<file path="src/rtl/tick_pkg.sv">
package tick_pkg;
   localparam int DATA_W   = 32;
   localparam int EN_BIT   = 0;
   localparam int INT_BIT  = 1;
   localparam int SRC_BIT  = 2;
   localparam int FLAG_BIT = 16;

   // word index of each register (byte offset / 4)
   localparam logic [1:0] WORD_CTRL   = 2'd0;
   localparam logic [1:0] WORD_RELOAD = 2'd1;
   localparam logic [1:0] WORD_COUNT  = 2'd2;
   localparam logic [1:0] WORD_CALIB  = 2'd3;

   typedef enum logic [2:0] {
      SEL_NONE,
      SEL_CTRL,
      SEL_RELOAD,
      SEL_COUNT,
      SEL_CALIB
   } reg_sel_e;
endpackage

</file>
<file path="src/rtl/tick_decode.sv">
module tick_decode
   import tick_pkg::*;
#(
   parameter int ADDR_W = 6
) (
   input  logic [ADDR_W-1:0] addr,
   output reg_sel_e          sel
);
   logic       hi_zero;
   logic [1:0] word;
   logic       unused_lsb;

   assign word       = addr[3:2];
   assign unused_lsb = ^addr[1:0];

   generate
      if (ADDR_W > 4) begin : g_hi
         assign hi_zero = (addr[ADDR_W-1:4] == '0);
      end else begin : g_nohi
         assign hi_zero = 1'b1;
      end
   endgenerate

   always_comb begin
      sel = SEL_NONE;
      if (hi_zero) begin
         unique case (word)
            WORD_CTRL:   sel = SEL_CTRL;
            WORD_RELOAD: sel = SEL_RELOAD;
            WORD_COUNT:  sel = SEL_COUNT;
            default:     sel = SEL_CALIB;
         endcase
      end
   end
endmodule

</file>
<file path="src/rtl/tick_ctrl.sv">
module tick_ctrl
   import tick_pkg::*;
#(
   parameter int CNT_W       = 24,
   parameter bit HAS_EXT_REF = 1'b1
) (
   input  logic             clk,
   input  logic             rst_n,
   input  logic             wr_ctrl,
   input  logic             wr_reload,
   input  logic [2:0]       ctrl_wdata,
   input  logic [CNT_W-1:0] reload_wdata,
   output logic             enable,
   output logic             tickint,
   output logic             clk_src,
   output logic [CNT_W-1:0] reload
);
   always_ff @(posedge clk or negedge rst_n) begin
      if (!rst_n) begin
         enable  <= 1'b0;
         tickint <= 1'b0;
         reload  <= '0;
      end else begin
         if (wr_ctrl) begin
            enable  <= ctrl_wdata[EN_BIT];
            tickint <= ctrl_wdata[INT_BIT];
         end
         if (wr_reload) reload <= reload_wdata;
      end
   end

   generate
      if (HAS_EXT_REF) begin : g_src_reg
         always_ff @(posedge clk or negedge rst_n) begin
            if (!rst_n)       clk_src <= 1'b0;
            else if (wr_ctrl) clk_src <= ctrl_wdata[SRC_BIT];
         end
      end else begin : g_src_fixed
         logic unused_src;
         assign unused_src = ctrl_wdata[SRC_BIT];
         assign clk_src    = 1'b1;
      end
   endgenerate
endmodule

</file>
<file path="src/rtl/tick_core.sv">
module tick_core #(
   parameter int CNT_W = 24
) (
   input  logic             clk,
   input  logic             rst_n,
   input  logic             enable,
   input  logic             clk_src,
   input  logic             ref_tick,
   input  logic             dbg_halt,
   input  logic             tickint,
   input  logic [CNT_W-1:0] reload,
   input  logic             count_clr,
   input  logic             status_rd,
   output logic [CNT_W-1:0] count,
   output logic             flag,
   output logic             irq
);
   logic step;
   logic hit;

   assign step = enable & ~dbg_halt & (clk_src | ref_tick);
   assign hit  = step & (count == CNT_W'(1));

   always_ff @(posedge clk or negedge rst_n) begin
      if (!rst_n) begin
         count <= '0;
         flag  <= 1'b0;
         irq   <= 1'b0;
      end else if (count_clr) begin
         count <= '0;
         flag  <= 1'b0;
         irq   <= 1'b0;
      end else begin
         if (step) count <= (count == '0) ? reload : count - CNT_W'(1);
         // setting wins over a clearing read in the same cycle
         if (hit)            flag <= 1'b1;
         else if (status_rd) flag <= 1'b0;
         irq <= hit & tickint;
      end
   end
endmodule

</file>
<file path="src/rtl/tick_rdmux.sv">
module tick_rdmux
   import tick_pkg::*;
#(
   parameter int               CNT_W     = 24,
   parameter logic [DATA_W-1:0] CALIB_VAL = 32'hC000_0000
) (
   input  reg_sel_e          sel,
   input  logic              rd_en,
   input  logic              enable,
   input  logic              tickint,
   input  logic              clk_src,
   input  logic              flag,
   input  logic [CNT_W-1:0]  reload,
   input  logic [CNT_W-1:0]  count,
   output logic [DATA_W-1:0] rdata
);
   logic [DATA_W-1:0] ctrl_word, reload_word, count_word;

   always_comb begin
      ctrl_word           = '0;
      ctrl_word[EN_BIT]   = enable;
      ctrl_word[INT_BIT]  = tickint;
      ctrl_word[SRC_BIT]  = clk_src;
      ctrl_word[FLAG_BIT] = flag;
      reload_word         = '0;
      reload_word[CNT_W-1:0] = reload;
      count_word          = '0;
      count_word[CNT_W-1:0]  = count;
   end

   always_comb begin
      rdata = '0;
      if (rd_en) begin
         case (sel)
            SEL_CTRL:   rdata = ctrl_word;
            SEL_RELOAD: rdata = reload_word;
            SEL_COUNT:  rdata = count_word;
            SEL_CALIB:  rdata = CALIB_VAL;
            default:    rdata = '0;
         endcase
      end
   end
endmodule

</file>
<file path="src/rtl/tick_timer.sv">
module tick_timer
   import tick_pkg::*;
#(
   parameter int               CNT_W       = 24,
   parameter int               ADDR_W      = 6,
   parameter bit               HAS_EXT_REF = 1'b1,
   parameter logic [DATA_W-1:0] CALIB_VAL   = 32'hC000_0000
) (
   input  logic              clk,
   input  logic              rst_n,
   input  logic              bus_sel,
   input  logic              bus_wr,
   input  logic [ADDR_W-1:0] bus_addr,
   input  logic [DATA_W-1:0] bus_wdata,
   output logic [DATA_W-1:0] bus_rdata,
   input  logic              ref_tick,
   input  logic              dbg_halt,
   output logic              tick_irq
);
   generate
      if (CNT_W < 2 || CNT_W >= FLAG_BIT && CNT_W > DATA_W) begin : g_bad_cnt
         $error("tick_timer: CNT_W out of range");
      end
      if (ADDR_W < 4) begin : g_bad_addr
         $error("tick_timer: ADDR_W must cover four word registers");
      end
   endgenerate

   reg_sel_e         sel;
   logic             wr_ctrl, wr_reload, wr_count, rd_ctrl, rd_en;
   logic             csr_en, csr_int, csr_src, flag_q;
   logic [CNT_W-1:0] reload_q, cnt_q;
   logic             unused_wdata;

   assign unused_wdata = ^bus_wdata;

   tick_decode #(.ADDR_W(ADDR_W)) dec_i (
      .addr (bus_addr),
      .sel  (sel)
   );

   assign wr_ctrl   = bus_sel &  bus_wr & (sel == SEL_CTRL);
   assign wr_reload = bus_sel &  bus_wr & (sel == SEL_RELOAD);
   assign wr_count  = bus_sel &  bus_wr & (sel == SEL_COUNT);
   assign rd_en     = bus_sel & ~bus_wr;
   assign rd_ctrl   = rd_en & (sel == SEL_CTRL);

   tick_ctrl #(.CNT_W(CNT_W), .HAS_EXT_REF(HAS_EXT_REF)) ctrl_i (
      .clk          (clk),
      .rst_n        (rst_n),
      .wr_ctrl      (wr_ctrl),
      .wr_reload    (wr_reload),
      .ctrl_wdata   (bus_wdata[2:0]),
      .reload_wdata (bus_wdata[CNT_W-1:0]),
      .enable       (csr_en),
      .tickint      (csr_int),
      .clk_src      (csr_src),
      .reload       (reload_q)
   );

   tick_core #(.CNT_W(CNT_W)) core_i (
      .clk       (clk),
      .rst_n     (rst_n),
      .enable    (csr_en),
      .clk_src   (csr_src),
      .ref_tick  (ref_tick),
      .dbg_halt  (dbg_halt),
      .tickint   (csr_int),
      .reload    (reload_q),
      .count_clr (wr_count),
      .status_rd (rd_ctrl),
      .count     (cnt_q),
      .flag      (flag_q),
      .irq       (tick_irq)
   );

   tick_rdmux #(.CNT_W(CNT_W), .CALIB_VAL(CALIB_VAL)) rd_i (
      .sel     (sel),
      .rd_en   (rd_en),
      .enable  (csr_en),
      .tickint (csr_int),
      .clk_src (csr_src),
      .flag    (flag_q),
      .reload  (reload_q),
      .count   (cnt_q),
      .rdata   (bus_rdata)
   );
endmodule

</file>
<file path="config.mk">
export PLATFORM = sky130hd
export DESIGN_NAME = tick_timer
export DESIGN_NICKNAME = d
export VERILOG_FILES = /design/src/rtl/tick_pkg.sv /design/src/rtl/tick_decode.sv /design/src/rtl/tick_ctrl.sv /design/src/rtl/tick_core.sv /design/src/rtl/tick_rdmux.sv /design/src/rtl/tick_timer.sv
export SDC_FILE = /design/constraint.sdc
export NUM_CORES = 1
export LEC_CHECK = 0
export CAP_MARGIN = 20
export CORE_MARGIN = 1.5
export CORE_UTILIZATION = 46
export CTS_CLUSTER_DIAMETER = 200
export DETAILED_ROUTE_END_ITERATION = 8
export MAX_ROUTING_LAYER = met4
export PLACE_DENSITY = 0.75
export SYNTH_ARGS = -nofsm -noshare
export SYNTH_HDL_FRONTEND = slang
export SYNTH_SLANG_ARGS = --single-unit
</file>
<file path="constraint.sdc">
create_clock -name clk -period 6.1 [get_ports clk]
set_clock_uncertainty 0.2 [all_clocks]
set_input_delay 1.22 -clock clk [delete_from_list [all_inputs] [get_ports clk]]
set_output_delay 1.22 -clock clk [all_outputs]
set_load 0.1 [all_outputs]
</file>
# [Word level (Yosys, flattened, before mapping)]
# Index checks and enable logic that the tools add are counted.
[classes] muxes=11 add_sub_neg=1 eq_ne=7 n_reduce_logical=5 bitwise_logic=13
[op_table] cell="one-hot mux 32 bit (4 select lines)" n=1
[op_table] cell="two-way mux 24 bit" n=3
[op_table] cell="two-way mux 32 bit" n=1
[op_table] cell="== test 24 x 1 -> 1 bit (second input constant)" n=1
[op_table] cell="logical NOT 24 bit" n=1
[op_table] cell="subtractor 24 x 1 -> 24 bit (second input constant)" n=1
[op_table] cell="AND 1 bit" n=10
[op_table] cell="one-hot mux 3 bit (3 select lines)" n=1
[op_table] cell="== test 3 x 2 -> 1 bit (second input constant)" n=2
[op_table] cell="logical NOT 2 bit" n=2
[op_table] cell="two-way mux 1 bit" n=4
[op_table] cell="== test 3 x 1 -> 1 bit (second input constant)" n=1
[op_table] cell="== test 3 bit (second input constant)" n=1
[op_table] cell="two-way mux 3 bit" n=1
[op_table] cell="nonzero test 3 bit" n=1
[op_table] cell="== test 2 x 1 -> 1 bit (second input constant)" n=1
[op_table] cell="== test 2 bit (second input constant)" n=1
[op_table] cell="NOT 1 bit" n=2
[op_table] cell="nonzero test 2 bit" n=1
[op_table] cell="bitwise OR 1 bit" n=1
[word_totals] word_cells=44 regBits=53

# [Depth between registers and ports, before layout]
[logic_depth] depth_word=8 depth_mapped=9 ltp_nobuf=7

# [Cells and area by module]
# A second synthesis with hierarchy kept.
[unflattened] hier_cells=356 hier_area_um2=3540.9
[modules_own_cells] mod="tick_core" area_per_inst_um2=1790.5 seq_area_each_um2=650.6 n_inst=1 cells_each=212
[modules_own_cells] mod="tick_ctrl" area_per_inst_um2=1106.1 seq_area_each_um2=675.6 n_inst=1 cells_each=57
[modules_own_cells] mod="tick_rdmux" area_per_inst_um2=515.5 seq_area_each_um2=0.0 n_inst=1 cells_each=70
[modules_own_cells] mod="tick_decode" area_per_inst_um2=76.3 seq_area_each_um2=0.0 n_inst=1 cells_each=9
[modules_own_cells] mod="tick_timer" area_per_inst_um2=52.6 seq_area_each_um2=0.0 n_inst=1 cells_each=8

# [Least setup slack after synthesis]
# OpenSTA, ideal clock, no wires.
[synth_path] path_type="input to output" start="input port bus_addr[2]" end="output port bus_rdata[31]" arrival_time_ps=4604 slack_ps=76 required_ps=4680 cell_stages=6 n_path_buf=1 path_cell_list="inv_1 ha_1 nor2_1 nand2_1 a211oi_1 buf_4"
[synth_between] elab_chain_cells=6
[synth_lines] item="start: declaration" line="tick_timer.sv:13" rtl="input logic [ADDR_W-1:0] bus_addr,"
[synth_lines] item="== test 2 bit, or another cell as far along" line="tick_decode.sv:27" rtl="unique case (word)"
[synth_lines] item="one-hot mux 3 bit (3 select lines) *" line="tick_decode.sv:27"
[synth_lines] item="two-way mux 3 bit *" line="tick_decode.sv:26" rtl="if (hi_zero) begin"
[synth_lines] item="== test 3 bit, or another cell as far along" line="tick_rdmux.sv:34" rtl="case (sel)"
[synth_lines] item="one-hot mux 32 bit (4 select lines) *" line="tick_rdmux.sv:34"
[synth_lines] item="two-way mux 32 bit *" line="tick_rdmux.sv:33" rtl="if (rd_en) begin"
[synth_lines] item="end: declaration" line="tick_timer.sv:15" rtl="output logic [DATA_W-1:0] bus_rdata,"
# Every way passes the cells marked *; elsewhere a longest branch is shown, timed or not.

# [Worst setup path after layout]
[layout_path] start="input port bus_addr[3]" end="output port bus_rdata[2]"
# The elaborated chain is that of the path after synthesis.

==> impl_metrics.env <==
export IMPL_fin_crit_ns=5.24
export IMPL_run_status="complete, no violations"
export IMPL_endpoint_kind="output pin"
export IMPL_antenna_found_initial=0
export IMPL_netlist_top_cell_by_area="dfrtp_1"
export IMPL_slew_violations=0
export IMPL_htree_levels=2
export IMPL_maxSlewHeadroom=0.358
export IMPL_multi_input_area_mm2=0.00178
export IMPL_vias_per_cell=6.11
export IMPL_antenna_cells=0
export IMPL_powerDensity_mw_per_mm2=346
export IMPL_grt_usage=0.248
export IMPL_min_period_over_period=0.858
export IMPL_hold_ws_ns=0.342
export IMPL_p_comb_frac=0.429
export IMPL_seqCellArea_mm2=0.00133
export IMPL_dieArea_mm2=0.00765
export IMPL_drtIter0Drc=354
export IMPL_fillers=580
export IMPL_avgSynthCellArea_um2=9.32
export IMPL_path_class="input port to output pin"
export IMPL_clockBufferDepth=2
export IMPL_wl_per_cell_um=17.3
export IMPL_cts_sinks=53
export IMPL_synth_cells=352
export IMPL_synth_edff_count=0
export IMPL_tns_ns=0
export IMPL_yosysMostFrequentCell="dfrtp_1"
export IMPL_cts_root_buffer="clkbuf_8"
export IMPL_clockPowerShare=0.189
export IMPL_ant_nets=0
export IMPL_drt_total_wl_um=8670
export IMPL_grt_pass1_vias=3026
export IMPL_cts_resized_gates=0
export IMPL_port_buffers=60
export IMPL_dr_total_vias=3053
export IMPL_hold_viol_final=0
export IMPL_first_pass_iters=5
export IMPL_p_leak_nw=1.75
export IMPL_setup_violations=0
export IMPL_cts_setup_buffers=0
export IMPL_seqPwrFrac=0.382
export IMPL_grt_overflow=0
export IMPL_die_h_um=87.5
export IMPL_die_width_um=87.5
export IMPL_nets=453
export IMPL_ys_top_cells_by_count="53 x dfrtp_1, 38 x nor2_1, 27 x mux2_2"
export IMPL_gp_routability_congestion=0.992
export IMPL_syn_to_final_growth_pct=31.8
export IMPL_core_area_mm2=0.00683
export IMPL_ys_seq_area_frac=0.404
export IMPL_cts_inserted_buffers=5
export IMPL_p_sw_frac=0.416
export IMPL_tightest_slew_ns=0.960
export IMPL_path_max_fanout=24
export IMPL_clock_latency_ns=0.31
export IMPL_rsz0062_at_grt="no"
export IMPL_yosys_warnings=0
export IMPL_dpl_hpwl_um=6030
export IMPL_p_sw_w=0.000622
export IMPL_start_kind="input port"
export IMPL_grt_max_degree=54
export IMPL_yosysTopAreaCellShare=0.404
export IMPL_synth_cell_types=50
export IMPL_drc_errors=0
export IMPL_critPathArrivalTime_ns=3.82
export IMPL_synthFlopType="dfrtp_1"
export IMPL_ir_drop_mv=0.162
export IMPL_start_util=0.480
export IMPL_hold_class="register to register"
export IMPL_rows=30
export IMPL_cp_required_ns=4.68
export IMPL_synth_area_leaders="dfrtp_1 40%, mux2_2 9.3%, a22oi_1 4.8%, nor2_1 4.3%, o21ai_0 2.6%"
export IMPL_maxCapViolCount=0
export IMPL_synth_area_mm2=0.00328
export IMPL_intPower_w=0.000875
export IMPL_async_flop_share=1.00
export IMPL_max_freq_ghz=0.191
export IMPL_cts_hold_buf=0
export IMPL_layout_drive_gt1_share=0.205
export IMPL_worst_slack_ns=0.864
export IMPL_utilization=0.633
export IMPL_cts_tree="done"
export IMPL_ios=77
export IMPL_clkTransAtPathRegs_ns=0.10
export IMPL_dp_slack_ns=0.868
export IMPL_synth_seq_cells=53
export IMPL_grt_pass1_wl_um=14500
==> power groups by stage <==
stage / clock (W) / combinational [W] / sequential (W)
floorplan: 0 / 0.000510 / 0.000537
global placement: 0 / 0.000607 / 0.000569
detailed placement: 0 / 0.000628 / 0.000573
CTS: 0.000287 / 0.000631 / 0.000568
global route: 0.000303 / 0.000713 / 0.000589
finish: 0.000283 / 0.000642 / 0.000572
==> layout make-up <==
class / count / share of cell area
multi-input cells: 258 / 0.412
flip-flops and latches: 53 / 0.307
repair buffers: 70 / 0.209
well taps: 96 / 0.0278
clock buffers: 5 / 0.0159
clock inverters: 3 / 0.0150
inverters: 15 / 0.0130
==> state kept, by name (all words and copies together), names as in the netlist <==
signal          cells
ctrl_i.enable       1
core_i.irq          1
ctrl_i.tickint      1
core_i.flag         1
ctrl_i.clk_src      1
core_i.count       24
ctrl_i.reload      24
==> metal layers <==
metal,GRT usage,routed length [µm],vias to the layer above
met1,0.317,3640,1509
li1,-,-,1409
met4,0.0707,122,0
met3,0.0455,542,15
met2,0.404,4360,120
met5,-,0,-
==> final timing paths <==
path | from | end | slack [ns] | cells after the start
max in group asynchronous | rst_n | ctrl_i.clk_src | 4.43 | 2
min in group asynchronous | rst_n | core_i.count[8] | 0.83 | 2
setup reg to reg | core_i.count[2] | core_i.count[19] | 2.61 | 5
hold reg to reg | ctrl_i.reload[9] | ctrl_i.reload[9] | 0.34 | 1
hold / removal | ctrl_i.reload[9] | ctrl_i.reload[9] | 0.34 | 1
setup / recovery | bus_addr[3] | bus_rdata[2] | 0.86 | 9
==> metrics by stage <==
stage               instances  power [W]  area (µm²)
floorplan                 357    0.00105        3300
global placement          492    0.00118        4190
detailed placement        492    0.00120        4190
CTS                       500    0.00149        4320
global route              500    0.00160        4320
finish                    500    0.00150        4320
==> layout by cell type (no fill, tap or decap), types with 4 or more instances in the layout <==
cell             Yosys  layout
a21oi_1              7       7
a222oi_1             4       4
a22oi_1             21      21
a31oi_1              5       5
a32oi_1              6       6
and3_1               4       4
buf_12               0      24
buf_4                7      12
clkbuf_8             0       5
clkdlybuf4s50_1      0      33
conb_1               1       6
dfrtp_1             53      53
ha_1                 6       6
inv_1               15      15
mux2_2              27      27
mux2i_1              8       8
nand2_1             18      18
nand2b_1             4       4
nand3_1              4       4
nor2_1              38      38
nor3_1              13      12
nor4_1               4       4
nor4b_1              4       4
o211ai_1             6       6
o21ai_0             17      17
o22ai_1              9       9
o311ai_0             5       5
or3_1                4       4
==> worst max-delay path, stage by stage <==
cell and delay [ns]:
clkdlybuf4s50_1 0.50, inv_1 0.05, ha_1 0.30, or4b_2 0.68, nor3_2 0.14, buf_4 0.31, a222oi_1 0.17, nor2_1 0.22
buf_12 0.21
==> cell families after synthesis <==
kind of cell             synth area share
AND/OR/NAND/NOR                     0.188
buffers and inverters              0.0625
other                             0.00114
flip-flops                          0.404
AO/OA/AOI/OAI                       0.201
multiplexers                        0.117
adder cells (fa/ha/maj)            0.0229
XOR/XNOR                          0.00267
No activity file was read; power rests on OpenSTA's default activity.
